File: src/rtl/oc_pkg.sv
// Package: shared register addresses and clock-select codes for the
// dual output compare timer. Assumes a 4-bit byte-wide register bus.
package oc_pkg;

    localparam int ADR_CFG_A = 0;
    localparam int ADR_CFG_B = 1;
    localparam int ADR_STAT  = 2;
    localparam int ADR_CMP0H = 3;   // channel i high byte at ADR_CMP0H + 2*i
    localparam int ADR_CNT_H = 7;
    localparam int ADR_CNT_L = 8;

    typedef enum logic [1:0] {
        CSEL_DIV2 = 2'b00,
        CSEL_DIV4 = 2'b01,
        CSEL_DIV8 = 2'b10,
        CSEL_EXT  = 2'b11
    } csel_t;

endpackage

File: src/rtl/oc_tick_gen.sv
// Tick generator: produces a one-cycle tick enable for the counter, either
// from a free-running prescaler (divide by 2, 4 or 8) or from rising edges of
// an asynchronous external clock brought in through two flops.
// Assumes the external clock is slower than half the system clock.
module oc_tick_gen
    import oc_pkg::*;
#(
    parameter int PRE_W = 3
) (
    input  logic       clk,
    input  logic       rst_n,
    input  csel_t      csel,
    input  logic       ext_clk,
    output logic       tick
);

    logic [PRE_W-1:0] pre_q;
    logic             sync1_q;
    logic             sync2_q;
    logic             edge_q;

    // Free-running prescaler count.
    always_ff @(posedge clk) begin
        if (!rst_n) pre_q <= '0;
        else        pre_q <= pre_q + 1'b1;
    end

    // Two-flop synchroniser plus an edge-history flop for the external clock.
    always_ff @(posedge clk) begin
        if (!rst_n) begin
            sync1_q <= 1'b0;
            sync2_q <= 1'b0;
            edge_q  <= 1'b0;
        end else begin
            sync1_q <= ext_clk;
            sync2_q <= sync1_q;
            edge_q  <= sync2_q;
        end
    end

    // Select the tick source from the clock-select field.
    always_comb begin
        unique case (csel)
            CSEL_DIV2: tick = pre_q[0];
            CSEL_DIV4: tick = &pre_q[1:0];
            CSEL_DIV8: tick = &pre_q[2:0];
            default:   tick = sync2_q & ~edge_q;
        endcase
    end

    // an external edge yields a single-cycle tick.
    p_ext_single_r4: assert property (@(posedge clk) disable iff (!rst_n)
        (csel == CSEL_EXT && $past(csel) == CSEL_EXT && tick) |=> !tick);

endmodule

File: src/rtl/oc_counter.sv
// Free-running up-counter: advances by one on each tick, wraps at the top,
// and exposes the value it will take on the next tick for the comparators.
module oc_counter #(
    parameter int W = 16
) (
    input  logic         clk,
    input  logic         rst_n,
    input  logic         tick,
    output logic [W-1:0] cnt_q,
    output logic [W-1:0] cnt_nxt
);

    // Next count; the width truncation gives the wrap to zero.
    always_comb cnt_nxt = cnt_q + 1'b1;

    // Count register, held between ticks.
    always_ff @(posedge clk) begin
        if (!rst_n)    cnt_q <= '0;
        else if (tick) cnt_q <= cnt_nxt;
    end

    // one step per tick, no movement without one.
    p_step_r3: assert property (@(posedge clk) disable iff (!rst_n)
        tick |=> cnt_q == W'($past(cnt_q) + 1'b1));
    p_idle_r3: assert property (@(posedge clk) disable iff (!rst_n)
        !tick |=> $stable(cnt_q));

endmodule

File: src/rtl/oc_channel.sv
// One output compare channel: byte-split compare register, compare hold
// between high and low byte writes, match flag with the two-step clear
// handshake, and the output pin latch. Assumes W is two bytes.
module oc_channel #(
    parameter int          W       = 16,
    parameter logic [15:0] RST_VAL = 16'h8000
) (
    input  logic         clk,
    input  logic         rst_n,
    input  logic         tick,
    input  logic [W-1:0] cnt_nxt,
    input  logic         hi_wr,
    input  logic         lo_wr,
    input  logic         lo_acc,
    input  logic         stat_rd,
    input  logic [7:0]   wdata,
    input  logic         pin_en,
    input  logic         level,
    output logic [W-1:0] cmp_q,
    output logic         flag,
    output logic         pin
);

    localparam int HB = W / 2;

    logic inhibit_q;
    logic armed_q;
    logic match;

    // Compare register bytes, changed only by bus writes.
    always_ff @(posedge clk) begin
        if (!rst_n) begin
            cmp_q <= W'(RST_VAL);
        end else begin
            if (hi_wr) cmp_q[W-1:HB] <= wdata;
            if (lo_wr) cmp_q[HB-1:0] <= wdata;
        end
    end

    // Compare hold: set by a high-byte write, released by a low-byte write.
    always_ff @(posedge clk) begin
        if (!rst_n)     inhibit_q <= 1'b0;
        else if (hi_wr) inhibit_q <= 1'b1;
        else if (lo_wr) inhibit_q <= 1'b0;
    end

    // Match when the counter is about to step onto the compare value.
    always_comb match = tick && !inhibit_q && (cnt_nxt == cmp_q);

    // First step of the clear: a status read that saw the flag set.
    always_ff @(posedge clk) begin
        if (!rst_n)               armed_q <= 1'b0;
        else if (lo_acc)          armed_q <= 1'b0;
        else if (stat_rd && flag) armed_q <= 1'b1;
    end

    // Match flag; a new match wins over a clear in the same cycle.
    always_ff @(posedge clk) begin
        if (!rst_n)                  flag <= 1'b0;
        else if (match)              flag <= 1'b1;
        else if (lo_acc && armed_q)  flag <= 1'b0;
    end

    // Output pin latch, updated on a match when the pin is enabled.
    always_ff @(posedge clk) begin
        if (!rst_n)                pin <= 1'b0;
        else if (match && pin_en)  pin <= level;
    end

    // no flag rise right after a cycle spent inhibited.
    p_hold_r9: assert property (@(posedge clk) disable iff (!rst_n)
        inhibit_q |=> !$rose(flag));
    // a flag only falls after an armed low-byte access.
    p_clear_r8: assert property (@(posedge clk) disable iff (!rst_n)
        $fell(flag) |-> ($past(lo_acc) && $past(armed_q)));
    // compare value moves only on bus writes.
    p_cmp_hold_r2: assert property (@(posedge clk) disable iff (!rst_n)
        (!hi_wr && !lo_wr) |=> $stable(cmp_q));
    // a disabled pin never changes.
    p_pin_r6: assert property (@(posedge clk) disable iff (!rst_n)
        !pin_en |=> $stable(pin));

endmodule

File: src/rtl/dual_oc_timer.sv
// Top of the dual output compare timer: register bus decode, configuration
// registers, read mux, tick generator, counter and the compare channels.
// Assumes single-cycle bus strobes and combinational read data.
module dual_oc_timer
    import oc_pkg::*;
#(
    parameter int CNT_W  = 16,
    parameter int NCH    = 2,
    parameter int PRE_W  = 3,
    parameter int ADDR_W = 4
) (
    input  logic              clk,
    input  logic              rst_n,
    input  logic [ADDR_W-1:0] bus_addr,
    input  logic              bus_wr,
    input  logic              bus_rd,
    input  logic [7:0]        bus_wdata,
    output logic [7:0]        bus_rdata,
    input  logic              ext_clk,
    input  logic              irq_mask,
    output logic [NCH-1:0]    cmp_pin,
    output logic              irq
);

    localparam int HB = CNT_W / 2;

    logic [NCH-1:0]   lvl_q;
    logic             irq_en_q;
    csel_t            csel_q;
    logic [NCH-1:0]   pen_q;
    logic             tick;
    logic [CNT_W-1:0] cnt_q;
    logic [CNT_W-1:0] cnt_nxt;
    logic [NCH-1:0]   flags;
    logic [CNT_W-1:0] cmp_val [NCH];
    logic             stat_rd;

    // Configuration registers written from the bus.
    always_ff @(posedge clk) begin
        if (!rst_n) begin
            lvl_q    <= '0;
            irq_en_q <= 1'b0;
            csel_q   <= CSEL_DIV2;
            pen_q    <= '0;
        end else if (bus_wr) begin
            if (bus_addr == ADDR_W'(ADR_CFG_A)) begin
                lvl_q    <= bus_wdata[NCH-1:0];
                irq_en_q <= bus_wdata[NCH];
            end
            if (bus_addr == ADDR_W'(ADR_CFG_B)) begin
                csel_q <= csel_t'(bus_wdata[1:0]);
                pen_q  <= bus_wdata[2 +: NCH];
            end
        end
    end

    // Status read strobe for the clear handshake.
    always_comb stat_rd = bus_rd && (bus_addr == ADDR_W'(ADR_STAT));

    oc_tick_gen #(.PRE_W(PRE_W)) u_tick (
        .clk     (clk),
        .rst_n   (rst_n),
        .csel    (csel_q),
        .ext_clk (ext_clk),
        .tick    (tick)
    );

    oc_counter #(.W(CNT_W)) u_cnt (
        .clk     (clk),
        .rst_n   (rst_n),
        .tick    (tick),
        .cnt_q   (cnt_q),
        .cnt_nxt (cnt_nxt)
    );

    for (genvar i = 0; i < NCH; i++) begin : g_ch
        localparam int AH = ADR_CMP0H + 2 * i;
        logic hi_sel, lo_sel;
        always_comb hi_sel = (bus_addr == ADDR_W'(AH));
        always_comb lo_sel = (bus_addr == ADDR_W'(AH + 1));

        oc_channel #(.W(CNT_W), .RST_VAL(16'h8000)) u_ch (
            .clk     (clk),
            .rst_n   (rst_n),
            .tick    (tick),
            .cnt_nxt (cnt_nxt),
            .hi_wr   (bus_wr && hi_sel),
            .lo_wr   (bus_wr && lo_sel),
            .lo_acc  ((bus_wr || bus_rd) && lo_sel),
            .stat_rd (stat_rd),
            .wdata   (bus_wdata),
            .pin_en  (pen_q[i]),
            .level   (lvl_q[i]),
            .cmp_q   (cmp_val[i]),
            .flag    (flags[i]),
            .pin     (cmp_pin[i])
        );
    end

    // Combined interrupt request.
    always_comb irq = irq_en_q && !irq_mask && (|flags);

    // Read data mux.
    always_comb begin
        bus_rdata = 8'h00;
        if (bus_addr == ADDR_W'(ADR_CFG_A)) bus_rdata = 8'({irq_en_q, lvl_q});
        if (bus_addr == ADDR_W'(ADR_CFG_B)) bus_rdata = 8'({pen_q, csel_q});
        if (bus_addr == ADDR_W'(ADR_STAT))  bus_rdata = 8'(flags);
        if (bus_addr == ADDR_W'(ADR_CNT_H)) bus_rdata = cnt_q[CNT_W-1:HB];
        if (bus_addr == ADDR_W'(ADR_CNT_L)) bus_rdata = cnt_q[HB-1:0];
        for (int i = 0; i < NCH; i++) begin
            if (bus_addr == ADDR_W'(ADR_CMP0H + 2 * i))     bus_rdata = cmp_val[i][CNT_W-1:HB];
            if (bus_addr == ADDR_W'(ADR_CMP0H + 2 * i + 1)) bus_rdata = cmp_val[i][HB-1:0];
        end
    end

    // the mask always wins over pending flags.
    p_irq_mask_r7: assert property (@(posedge clk) disable iff (!rst_n)
        irq_mask |-> !irq);
    // with enable on and mask off, any flag raises the line.
    p_irq_on_r7: assert property (@(posedge clk) disable iff (!rst_n)
        (irq_en_q && !irq_mask && flags != '0) |-> irq);

endmodule

File: config.mk
export PLATFORM = sky130hd
export DESIGN_NAME = dual_oc_timer
export DESIGN_NICKNAME = d
export VERILOG_FILES = /design/src/rtl/oc_pkg.sv /design/src/rtl/oc_tick_gen.sv /design/src/rtl/oc_counter.sv /design/src/rtl/oc_channel.sv /design/src/rtl/dual_oc_timer.sv
export SDC_FILE = /design/constraint.sdc
export NUM_CORES = 1
export LEC_CHECK = 0
export ABC_AREA = 1
export CAP_MARGIN = 20
export CORE_ASPECT_RATIO = 1.75
export CORE_UTILIZATION = 61
export CTS_BUF_LIST = sky130_fd_sc_hd__clkbuf_2 sky130_fd_sc_hd__clkbuf_4 sky130_fd_sc_hd__clkbuf_8
export CTS_CLUSTER_DIAMETER = 30
export CTS_CLUSTER_SIZE = 20
export DETAILED_ROUTE_END_ITERATION = 8
export MAX_ROUTING_LAYER = met4
export PLACE_DENSITY = 0.83
export SYNTH_ARGS = -nofsm -noshare
export SYNTH_HDL_FRONTEND = slang
export SYNTH_SLANG_ARGS = --single-unit
File: constraint.sdc
create_clock -name clk -period 3.2 [get_ports clk]
set_clock_uncertainty 0.15 [all_clocks]
set_input_delay 0.96 -clock clk [delete_from_list [all_inputs] [get_ports clk]]
set_output_delay 0.96 -clock clk [all_outputs]
set_load 0.005 [all_outputs]
==> metrics.txt <==
# TYPE chip_impl_metric gauge
chip_impl_info{name="run_status",value="completed"} 1
chip_impl_metric{name="core_region_area",unit="um^2"} 6130
chip_impl_metric{name="numCtsBuffers",unit=""} 9
chip_impl_metric{name="ios",unit=""} 29
chip_impl_info{name="synth_top_cells_by_count",value="nand2_1 (130), inv_1 (88), dfxtp_1 (69)"} 1
chip_impl_metric{name="fmax",unit="GHz"} 0.314
chip_impl_info{name="most_instantiated_library_cell_after_synthesis",value="nand2_1"} 1
chip_impl_metric{name="max_stage_delay",unit="ns"} 0.20
chip_impl_info{name="setup.worst_path.end_class",value="output port"} 1
chip_impl_metric{name="num_rows",unit=""} 38
chip_impl_metric{name="synth.net_count",unit=""} 620
chip_impl_metric{name="worst_slew_margin_rel",unit="%"} 64.3
chip_impl_metric{name="dpl.hpwl",unit="mm"} 9.46
chip_impl_metric{name="critical_path.max_fanout",unit=""} 9
chip_impl_metric{name="fp.dieArea",unit="um^2"} 6670
chip_impl_info{name="critPathSlowestCell",value="o2111ai_1"} 1
chip_impl_info{name="synth_largest_area_cell",value="dfxtp_1"} 1
chip_impl_metric{name="crit_arrival",unit="ns"} 2.07
chip_impl_metric{name="floorplan.die.width",unit="um"} 62.2
chip_impl_info{name="hold_path.class",value="reg -> reg"} 1
chip_impl_metric{name="number_of_drc_markers_after_the_initial_detailed_route_iteration",unit=""} 352
chip_impl_metric{name="die_y",unit="um"} 107
chip_impl_metric{name="worst_ir_drop_vdd",unit="mV"} 0.345
chip_impl_metric{name="finalWeightedCongestion",unit=""} 0.981
chip_impl_metric{name="detailroute.via_count",unit=""} 4307
chip_impl_metric{name="vias_in_the_first_global_route",unit=""} 4060
chip_impl_metric{name="final.setup.tns",unit="ns"} 0
chip_impl_metric{name="yosys.area.top_type_share",unit="%"} 35.7
chip_impl_metric{name="avgViaCountPerCell",unit=""} 5.89
chip_impl_info{name="largestRegisters",value="g_ch.u_ch.cmp_q: 32 flops, u_cnt.cnt_q: 16 flops, u_tick.pre_q: 3 flops"} 1
chip_impl_metric{name="syn2layout_area_growth",unit="%"} 23.1
chip_impl_metric{name="drv_slew",unit=""} 0
chip_impl_info{name="netlist_top_cells_area",value="dfxtp_1 (36%), nand2_1 (13%), inv_1 (8.5%)"} 1
chip_impl_metric{name="period_needed",unit="ns"} 3.18
chip_impl_metric{name="p_leak",unit="nW"} 2.04
chip_impl_metric{name="cts.reportedPaths.clkPinSlew",unit="ns"} 0.07
chip_impl_metric{name="grt.overflow.total",unit=""} 0
chip_impl_metric{name="final-setup-viol-count",unit=""} 0
chip_impl_info{name="regMostFlops",value="g_ch.u_ch.cmp_q"} 1
chip_impl_info{name="timing.critical_path.from_type",value="primary input"} 1
chip_impl_metric{name="antenna_found_initial",unit=""} 0
chip_impl_metric{name="synthArstFlopShare",unit="%"} 0
chip_impl_info{name="worst_path_most_repeated_cell",value="buf_4"} 1
chip_impl_metric{name="tightestPinTransition",unit="ns"} 0.535
chip_impl_metric{name="cts.htree.levels",unit=""} 3
chip_impl_info{name="worst-setup-path-type",value="in -> out"} 1
chip_impl_metric{name="r2r_slack",unit="ns"} 0.52
chip_impl_metric{name="post_synth_inst_count",unit=""} 599
chip_impl_metric{name="yosysSeqAreaShare",unit="%"} 35.7
chip_impl_metric{name="fin_ws",unit="ns"} 0.0191
chip_impl_metric{name="post-route-period-util",unit="%"} 99.4
chip_impl_metric{name="seqCellArea",unit="um^2"} 1380
chip_impl_metric{name="hold_viol",unit=""} 0
chip_impl_metric{name="combined_area_of_all_synthesized_cells",unit="um^2"} 3860
chip_impl_metric{name="drc_viols",unit=""} 0
chip_impl_metric{name="clock_sink_count",unit=""} 69
chip_impl_metric{name="synth-edff-count",unit=""} 0
chip_impl_metric{name="synth-warning-count",unit=""} 0
chip_impl_metric{name="place_ws",unit="ns"} -0.848
chip_impl_info{name="synth_top_flop_cell",value="dfxtp_1"} 1
chip_impl_metric{name="yosysUniqueCellTypes",unit=""} 32
chip_impl_info{name="tritoncts",value="done"} 1
chip_impl_metric{name="drv_cap",unit=""} 0
chip_impl_metric{name="fraction_of_final_layout_cells_with_drive_strength_greater_than_1",unit="%"} 16.1
chip_impl_metric{name="fill_cells",unit=""} 494
chip_impl_metric{name="grt_start_max_net_pins",unit=""} 31
chip_impl_metric{name="start_util",unit="%"} 63.0
chip_impl_metric{name="clk_latency_worst_skew_pair",unit="ns"} 0.37
chip_impl_metric{name="cts_buffer_depth",unit=""} 2
chip_impl_metric{name="timing.critical_path.buf_inv",unit=""} 5
chip_impl_metric{name="largest_register_ffs",unit=""} 32
chip_impl_metric{name="num-nets-final",unit=""} 668
chip_impl_metric{name="buffer_ports.inserted",unit=""} 28
chip_impl_metric{name="drt.antenna.violating_nets",unit=""} 0
chip_impl_metric{name="first_pass_iters",unit=""} 7
chip_impl_info{name="top_delay_family_on_crit_path",value="buffers and inverters"} 1
chip_impl_metric{name="synth_seq_cells",unit=""} 69
chip_impl_metric{name="multiInputGateArea",unit="um^2"} 2230
chip_impl_metric{name="groute.usage.overall",unit="%"} 39.7
chip_impl_metric{name="avgRoutedWirePerCell",unit="um"} 17.3
chip_impl_info{name="rsz0062_at_grt",value="true"} 1
chip_impl_info{name="path_cells",value="buf_4 -> nor2_4 -> inv_1 -> nor3_2 -> clkinv_1 -> buf_4 -> o2111ai_1 -> buf_2"} 1
chip_impl_metric{name="num_antenna_cells",unit=""} 0
chip_impl_metric{name="synthesis.area_per_instance",unit="um^2"} 6.45
chip_impl_metric{name="routed_wl",unit="mm"} 12.6
chip_impl_metric{name="grt_pass1_wl",unit="mm"} 19.2
chip_impl_info{name="clk_root_buffer_cell",value="clkbuf_8"} 1
chip_impl_metric{name="critPathRequiredTime",unit="ns"} 2.09
chip_impl_metric{name="power-per-cell-area",unit="nW/um^2"} 435
[final timing paths]
path                  startpoint                 to  depth (start not counted)
setup / recovery     bus_addr[3]       bus_rdata[2]                          8
hold / removal    u_tick.sync1_q     u_tick.sync2_q                          2
setup reg to reg  u_cnt.cnt_q[0]  g_ch[0].u_ch.flag                         13
hold reg to reg   u_tick.sync1_q     u_tick.sync2_q                          2
[stage by stage]
stage               std cells  area, um^2  util [%]  hold WS [ns]  power (mW)
floorplan                 599        3860         -         0.240        1.14
global placement          714        4370      71.2         0.242        1.25
detailed placement        714        4370      71.2         0.266        1.26
CTS                       731        4610      75.2         0.278        2.05
global route              731        4760      77.6         0.301        2.13
finish                    731        4760      77.6         0.277        2.07
[power breakdown]
| group | leakage, nW | internal [mW] | switching, mW |
|---|---|---|---|
| Sequential | 0.562 | 0.895 | 0.0429 |
| Clock | 0.109 | 0.463 | 0.335 |
| Combinational | 1.37 | 0.120 | 0.213 |
[worst reg2reg max path: cells and delay by family (launching register included)]
kind                       cells  cell delay [ns]
adders and majority gates      1             0.24
AOI/OAI and AO/OA              1             0.17
DFF                            1             0.51
and+or+nand+nor               11             1.56
[cell type report]
| cell class | count | area share, % |
|---|---|---|
| multi-input cells | 422 | 46.9 |
| flip-flops and latches | 69 | 29.0 |
| repair buffers | 55 | 10.1 |
| inverters | 90 | 7.26 |
| clock buffers | 11 | 3.05 |
| well taps | 80 | 2.10 |
| clock inverters | 4 | 1.52 |
[timing repair]
item | in CTS | in global routing
endpoints found under the setup margin | 8 | 9
pin swaps | 10 | 12
gates resized for setup | 71 | 39
hold buffers | 0 | 0
setup buffers | 2 | 0
[cells by family after synthesis]
family,count (synthesis),share of synthesized area (%)
AO/OA/AOI/OAI,145,20.3
XOR/XNOR,2,0.453
adder cells (fa/ha/maj),3,0.971
buffers and inverters,108,10.8
flip-flops,69,35.7
AND/OR/NAND/NOR,272,31.7
[layer usage]
layer  vias to the layer above  wire (um)  global-route usage [%]
met4                         0       1020                    38.0
met5                         -          0                       -
met3                        66        643                    5.72
met2                       198       6630                    70.3
met1                      1980       4350                    35.6
li1                       2063          -                       -
[layout by cell type (no fill, tap or decap), types with 3 or more instances in the layout]
master             n
ha_1               3
inv_2              3
nand2_2            8
buf_4             24
a221oi_2           3
nor2_2             6
clkdlybuf4s50_1   15
nor2_1            52
clkbuf_8          10
o21ai_0           56
nor2_4             7
nand3_1           46
buf_2              8
nand4_1           12
o21ai_1            4
dfxtp_1           69
a21oi_1           63
nand2_1          125
o22ai_2            3
buf_6              4
inv_1             84
nand2_4            6
o22ai_1            4
Note: power is estimated with default switching activity, not from simulation.
